<file path="src/rtl/spi_pad_pkg.sv">
`timescale 1ns/1ps
package spi_pad_pkg;
  localparam int DATA_W = 8;
  localparam int ADDR_W = 2;
  localparam logic [ADDR_W-1:0] ADDR_CTRL = 2'd0;
  localparam logic [ADDR_W-1:0] ADDR_STAT = 2'd1;
  localparam int CTL_W = 4;
  // control field positions
  localparam int B_EN = 0;
  localparam int B_MST = 1;
  localparam int B_OD = 2;
  localparam int B_AUTO = 3;
  localparam int B_FAULT = 0;

  typedef struct packed {
    logic drvMaster;  // enabled master
    logic drvSlave;   // enabled, selected slave
    logic openDrain;
  } padStrobe_t;
endpackage

</file>
<file path="src/rtl/spi_pad_regs.sv">
`timescale 1ns/1ps
module spi_pad_regs
  import spi_pad_pkg::*;
(
  input  logic              clk,
  input  logic              rstN,
  input  logic              regWe,
  input  logic [ADDR_W-1:0] regAddr,
  input  logic [DATA_W-1:0] regWdata,
  output logic [DATA_W-1:0] regRdata,
  input  logic              ssN,
  output padStrobe_t        strobe,
  output logic              engRstN
);
  logic [CTL_W-1:0] ctrlQ;
  logic             faultQ;
  logic             faultHit;
  logic             ctrlWr;
  logic             statClr;
  logic [DATA_W-1:0] unusedBits;

  assign unusedBits = regWdata;
  assign ctrlWr   = regWe && (regAddr == ADDR_CTRL);
  assign statClr  = regWe && (regAddr == ADDR_STAT) && regWdata[B_FAULT];
  assign faultHit = ctrlQ[B_EN] && ctrlQ[B_MST] && !ssN;

  always_ff @(posedge clk or negedge rstN) begin
    if (!rstN) begin
      ctrlQ <= '0;
    end else begin
      if (ctrlWr) ctrlQ <= regWdata[CTL_W-1:0];
      if (faultHit && ctrlQ[B_AUTO]) begin
        ctrlQ[B_EN]  <= 1'b0;
        ctrlQ[B_MST] <= 1'b0;
      end
    end
  end

  // sticky flag: only rstN or a write of 1 clears it; setting wins
  always_ff @(posedge clk or negedge rstN) begin
    if (!rstN)         faultQ <= 1'b0;
    else if (faultHit) faultQ <= 1'b1;
    else if (statClr)  faultQ <= 1'b0;
  end

  always_comb begin
    regRdata = '0;
    if (regAddr == ADDR_CTRL)      regRdata[CTL_W-1:0] = ctrlQ;
    else if (regAddr == ADDR_STAT) regRdata[B_FAULT]   = faultQ;
  end

  assign strobe.drvMaster = ctrlQ[B_EN] && ctrlQ[B_MST];
  assign strobe.drvSlave  = ctrlQ[B_EN] && !ctrlQ[B_MST] && !ssN;
  assign strobe.openDrain = ctrlQ[B_OD];
  assign engRstN = strobe.drvMaster || strobe.drvSlave;

  a_r10_fault_sets_flag: assert property (@(posedge clk) disable iff (!rstN)
    faultHit |=> faultQ);
  a_r11_auto_disable: assert property (@(posedge clk) disable iff (!rstN)
    (faultHit && ctrlQ[B_AUTO]) |=> (!ctrlQ[B_EN] && !ctrlQ[B_MST]));
  a_r12_flag_sticky: assert property (@(posedge clk) disable iff (!rstN)
    (faultQ && !statClr) |=> faultQ);
  a_r13_disable_keeps_flag: assert property (@(posedge clk) disable iff (!rstN)
    (faultQ && ctrlWr && !regWdata[B_EN]) |=> faultQ);
endmodule

</file>
<file path="src/rtl/spi_pad_drive.sv">
`timescale 1ns/1ps
module spi_pad_drive
  import spi_pad_pkg::*;
(
  input  logic       clk,
  input  logic       rstN,
  input  padStrobe_t strobe,
  input  logic       txBit,
  input  logic       engSclk,
  input  logic       mosiIn,
  input  logic       misoIn,
  input  logic       sclkIn,
  input  logic       ssN,
  output logic       rxBit,
  output logic       sclkRx,
  output logic       mosiOut,
  output logic       mosiOe,
  output logic       mosiPadEn,
  output logic       misoOut,
  output logic       misoOe,
  output logic       misoPadEn,
  output logic       sclkOut,
  output logic       sclkOe
);
  logic [1:0] drvSel;
  logic [1:0] pushOut;
  logic [1:0] pushOe;
  logic [1:0] pullEn;

  assign drvSel = {strobe.drvSlave, strobe.drvMaster};

  // index 0 = MOSI (master drives), index 1 = MISO (slave drives)
  for (genvar g = 0; g < 2; g++) begin : g_dataPad
    always_comb begin
      pushOe[g]  = drvSel[g] && !strobe.openDrain;
      pushOut[g] = pushOe[g] && txBit;
      pullEn[g]  = drvSel[g] && strobe.openDrain && !txBit;
    end
  end

  assign mosiOe    = pushOe[0];
  assign mosiOut   = pushOut[0];
  assign mosiPadEn = pullEn[0];
  assign misoOe    = pushOe[1];
  assign misoOut   = pushOut[1];
  assign misoPadEn = pullEn[1];

  assign sclkOe  = strobe.drvMaster;
  assign sclkOut = strobe.drvMaster && engSclk;
  assign sclkRx  = strobe.drvSlave && sclkIn;
  assign rxBit   = strobe.drvMaster ? misoIn : (strobe.drvSlave && mosiIn);

  a_r4_mosi_never_both: assert property (@(posedge clk) disable iff (!rstN)
    !(mosiOe && mosiPadEn));
  a_r6_miso_never_both: assert property (@(posedge clk) disable iff (!rstN)
    !(misoOe && misoPadEn));
  a_r8_unselected_slave_quiet: assert property (@(posedge clk) disable iff (!rstN)
    (ssN && !sclkOe) |-> (!misoOe && !misoPadEn && !sclkRx));
  a_r3_single_data_driver: assert property (@(posedge clk) disable iff (!rstN)
    $onehot0({mosiOe | mosiPadEn, misoOe | misoPadEn}));
endmodule

</file>
<file path="src/rtl/spi_pad_ctrl.sv">
`timescale 1ns/1ps
module spi_pad_ctrl
  import spi_pad_pkg::*;
(
  input  logic              clk,
  input  logic              rstN,
  input  logic              regWe,
  input  logic [ADDR_W-1:0] regAddr,
  input  logic [DATA_W-1:0] regWdata,
  output logic [DATA_W-1:0] regRdata,
  input  logic              txBit,
  input  logic              engSclk,
  output logic              rxBit,
  output logic              sclkRx,
  output logic              engRstN,
  input  logic              ssN,
  input  logic              mosiIn,
  output logic              mosiOut,
  output logic              mosiOe,
  output logic              mosiPadEn,
  input  logic              misoIn,
  output logic              misoOut,
  output logic              misoOe,
  output logic              misoPadEn,
  input  logic              sclkIn,
  output logic              sclkOut,
  output logic              sclkOe
);
  padStrobe_t strobe;

  spi_pad_regs i_regs (
    .clk(clk), .rstN(rstN), .regWe(regWe), .regAddr(regAddr),
    .regWdata(regWdata), .regRdata(regRdata), .ssN(ssN),
    .strobe(strobe), .engRstN(engRstN)
  );

  spi_pad_drive i_drive (
    .clk(clk), .rstN(rstN), .strobe(strobe), .txBit(txBit), .engSclk(engSclk),
    .mosiIn(mosiIn), .misoIn(misoIn), .sclkIn(sclkIn), .ssN(ssN),
    .rxBit(rxBit), .sclkRx(sclkRx),
    .mosiOut(mosiOut), .mosiOe(mosiOe), .mosiPadEn(mosiPadEn),
    .misoOut(misoOut), .misoOe(misoOe), .misoPadEn(misoPadEn),
    .sclkOut(sclkOut), .sclkOe(sclkOe)
  );

  a_r9_engine_reset_when_off: assert property (@(posedge clk) disable iff (!rstN)
    (!sclkOe && ssN) |-> !engRstN);
  a_r7_off_pads_released: assert property (@(posedge clk) disable iff (!rstN)
    !engRstN |-> !(mosiOe || misoOe || sclkOe || mosiPadEn || misoPadEn));
endmodule

</file>
<file path="config.mk">
export PLATFORM = sky130hd
export DESIGN_NAME = spi_pad_ctrl
export DESIGN_NICKNAME = d
export VERILOG_FILES = /design/src/rtl/spi_pad_pkg.sv /design/src/rtl/spi_pad_regs.sv /design/src/rtl/spi_pad_drive.sv /design/src/rtl/spi_pad_ctrl.sv
export SDC_FILE = /design/constraint.sdc
export NUM_CORES = 1
export LEC_CHECK = 0
export ABC_AREA = 1
export ABC_CLOCK_PERIOD_IN_PS = 1250
export BUFFER_PORTS_ARGS = -buffer_cell sky130_fd_sc_hd__buf_2
export CORE_AREA = 2 2 39 41
export DETAILED_ROUTE_END_ITERATION = 8
export DIE_AREA = 0 0 41 43
export HOLD_SLACK_MARGIN = 0.05
export PLACE_DENSITY = 0.81
export SETUP_SLACK_MARGIN = 0.5
export SYNTH_ARGS = -nofsm -noshare
export SYNTH_HDL_FRONTEND = slang
export SYNTH_SLANG_ARGS = --single-unit
export TNS_END_PERCENT = 100
</file>
<file path="constraint.sdc">
create_clock -name clk -period 1.25 [get_ports clk]
set_clock_uncertainty 0.15 [all_clocks]
set_input_delay 0.0625 -clock clk [delete_from_list [all_inputs] [get_ports clk]]
set_output_delay 0.0625 -clock clk [all_outputs]
set_load 0.05 [all_outputs]
</file>
==> summary.txt <==
Run status
  – Failing checks: hold timing, setup timing
  – Status: complete, but fails checks

Clock tree
  – # hold bufs at CTS: 1
  – CTS tree: yes
  – Total CTS buffers: 3
  – Worst-path clk slew: roughly 40 ps
  – Worst skew pair latency: 240 ps
  – CTS max path bufs: 2
  – H-tree depth: 1
  – CTS root buf: clkbuf_4
  – Sink Count: 5

Floorplanning
  – Die H: roughly 43 um
  – Row count: 14
  – Die area: ~0.0018 sq mm
  – Width of the chip: 41 um
  – Num ports: 38
  – Initial Utilization: 0.296
  – CORE AREA: around 0.0014 sq mm

Min path
  – Beginning of the worst hold path: regWdata[3]
  – Worst Hold Path EP: i_regs.ctrlQ[3]$_DFFE_PN0P_
  – Worst Hold Class: in -> reg
  – Hold path depth: 3

Placement
  – Post-place setup slack: -81.7 ps
  – Placed cell areas: about 700 sq um
  – Port-buffer cells: 29
  – Post-DP HPWL: 895 um
  – Cell Count Post-Placement: around 110
  – Placer congestion estimate: 0.781

Final layout
  – Post-route insts no fill: between 100 and 150
  – Ratio of cells with drive above 1 in the final layout: 0.639
  – Ant diodes: 0
  – Fin nets: about 130
  – Synth-to-layout area growth: 135%
  – Fin area: 961 sq um
  – Most frequent cells in the layout: buf_6 (16), buf_2 (14), nand2_1 (10), inv_1 (9), nor2_4 (8)
  – Most common cell after layout, fill and taps aside: buf_6

Setup path
  – Cells along the critical path: inv_2 > nand3_4 > o21ai_4 > buf_8
  – Crit Path Class: reg -> out
  – Crit Path Max Fanout: 6
  – Flop2flop setup slack: -30 ps
  – Arr. time, crit path: about 1300 ps
  – Max incr delay on CP: between 400 and 500 ps
  – Reg2reg start: i_regs.ctrlQ[0]$_DFFE_PN0P_
  – Slowest CP cell: dfrtp_1
  – RR Endpoint: i_regs.ctrlQ[0]$_DFFE_PN0P_
  – Critical Path RT: 1040 ps
  – CP Capture Type: output port
  – Worst-case reg-to-reg path depth: 6
  – CP startpoint kind: flip-flop

Timing
  – Fin. Hold Viols: 3
  – Slew Viols, Final: 0
  – RSZ-0062 raised after global routing: yes
  – Fmax: 677 MHz
  – Setup ws final: -228 ps
  – Crit path time final: 1480 ps
  – Hold_ws: -94.8 ps
  – Setup_tns: -2180 ps
  – Tcrit/Tclk final: 1.18
  – # setup viols final: 16

Yosys
  – Syn avg cell area: 6.39 sq um
  – Syn. warnings: 0
  – Synth area leader: dfrtp_1
  – Post-Syn Area: between 400 and 500 sq um
  – Sequential element share of the synthesized area: 0.306
  – Top post-synthesis cells by area: dfrtp_1 (31%), nand2_1 (13%), inv_1 (11%)
  – Synth Instances: 64
  – Synth cell types: 17
  – Post-synth top area share: 0.306
  – #FFs+latches synth: 5

Drt
  – Routed vias/inst: about 4.6
  – Vias post-DR: approximately 570
  – Top Metal Used: met3
  – Wire length per cell: about 11 um
  – Met3 Wirelength: roughly 130 um
  – First-pass iteration count of the detailed router: 4
  – M1 WL: between 500 and 600 um
  – Initial drt markers: 10
  – WL met2: 709 um
  – DRC: 0
  – DRT antenna net count: 0
  – Drt total wl: 1380 um

GRT
  – Vias in the first global route: approximately 470
  – Gr ovfl total: 0
  – Pin count of the biggest net entering global routing: 9
  – Tot GR Track Use: 0.152
  – Wire length of the first global-routing pass: between 1500 and 2000 um
  – Antenna violations before repair: 0

Power
  – Pwr dens: approximately 1600 mW/mm^2
  – Leakage: 0.000497 uW
  – Worst vdd ir: between 0.9 and 1 mV

Job
  – Total of max-cap violations: 0
[timing repair]
action / in CTS / in global routing
pin swaps: 1 / 4
setup endpoints to repair: 20 / 20
gates resized for setup: 37 / 12
endpoints found under the hold margin: 10 / 10
buffers inserted: 4 / 4
[area by class of cell]
type | instances | area [sq um]
fillers | 98 | 423
repair buffers | 42 | 388
multi-input cells | 44 | 343
flip-flops and latches | 5 | 128
inverters | 13 | 56.3
clock buffers | 4 | 26.3
well taps | 16 | 20.0
[logic make-up (layout without fill, tap and decap cells)]
family / Yosys count / after routing / share of synthesized area
DFF: 5 / 5 / 0.306
buffers and inverters: 18 / 59 / 0.205
AOI/OAI and AO/OA: 3 / 3 / 0.0367
and+or+nand+nor: 37 / 37 / 0.443
other: 1 / 4 / 0.00917
[through the flow]
step / total power (uW) / utilization
floorplan: 873 / -
global placement: 1040 / 0.505
detailed placement: 1060 / 0.505
CTS: 1440 / 0.640
global route: 1670 / 0.694
finish: 1580 / 0.694
[worst max-delay path by stage]
| stage | slack, ps | cells past startpoint | from | endpoint |
|---|---|---|---|---|
| floorplan | -70 | 3 | i_regs.ctrlQ[1]$_DFFE_PN0P_ | misoOut |
| global placement | -50 | 4 | i_regs.ctrlQ[1]$_DFFE_PN0P_ | misoOut |
| detailed placement | -80 | 5 | i_regs.ctrlQ[1]$_DFFE_PN0P_ | rxBit |
| CTS | -230 | 4 | i_regs.ctrlQ[1]$_DFFE_PN0P_ | misoOut |
| global route | -300 | 4 | i_regs.ctrlQ[1]$_DFFE_PN0P_ | misoOut |
| finish | -230 | 4 | i_regs.ctrlQ[1]$_DFFE_PN0P_ | rxBit |
[Yosys cell counts]
library cell	instances
nand4_1	2
conb_1	1
buf_2	1
a21oi_1	2
nor2_1	9
o21ai_1	1
inv_1	12
buf_4	4
nand2_2	1
nand2_1	14
nand3_1	5
nor2_4	1
nor3_2	2
nor3_1	2
dfrtp_1	5
inv_2	1
nand3_2	1
[registers in the layout, indices dropped and copies added, names as in the netlist]
name,flops
i_regs.faultQ,1
i_regs.ctrlQ,4
[power by group]
part	internal (uW)	switching, uW	leakage [uW]
Sequential	211	68.7	0.0000566
Clock	120	60.3	0.0000150
Combinational	464	656	0.000425
Total	795	785	0.000497
[per-layer routing]
layer / up-vias / GRT usage
met4: 0 / 0.0800
met5: - / 0
li1: 278 / -
met3: 0 / 0.0157
met2: 32 / 0.269
met1: 261 / 0.161
[critical path, delay by kind of cell (launching register included)]
family,cells,cell delay [ps]
buf+inv,2,260
compound gates,1,180
flops,1,430
simple gates,1,160
Power figures use the tool's default switching activity.
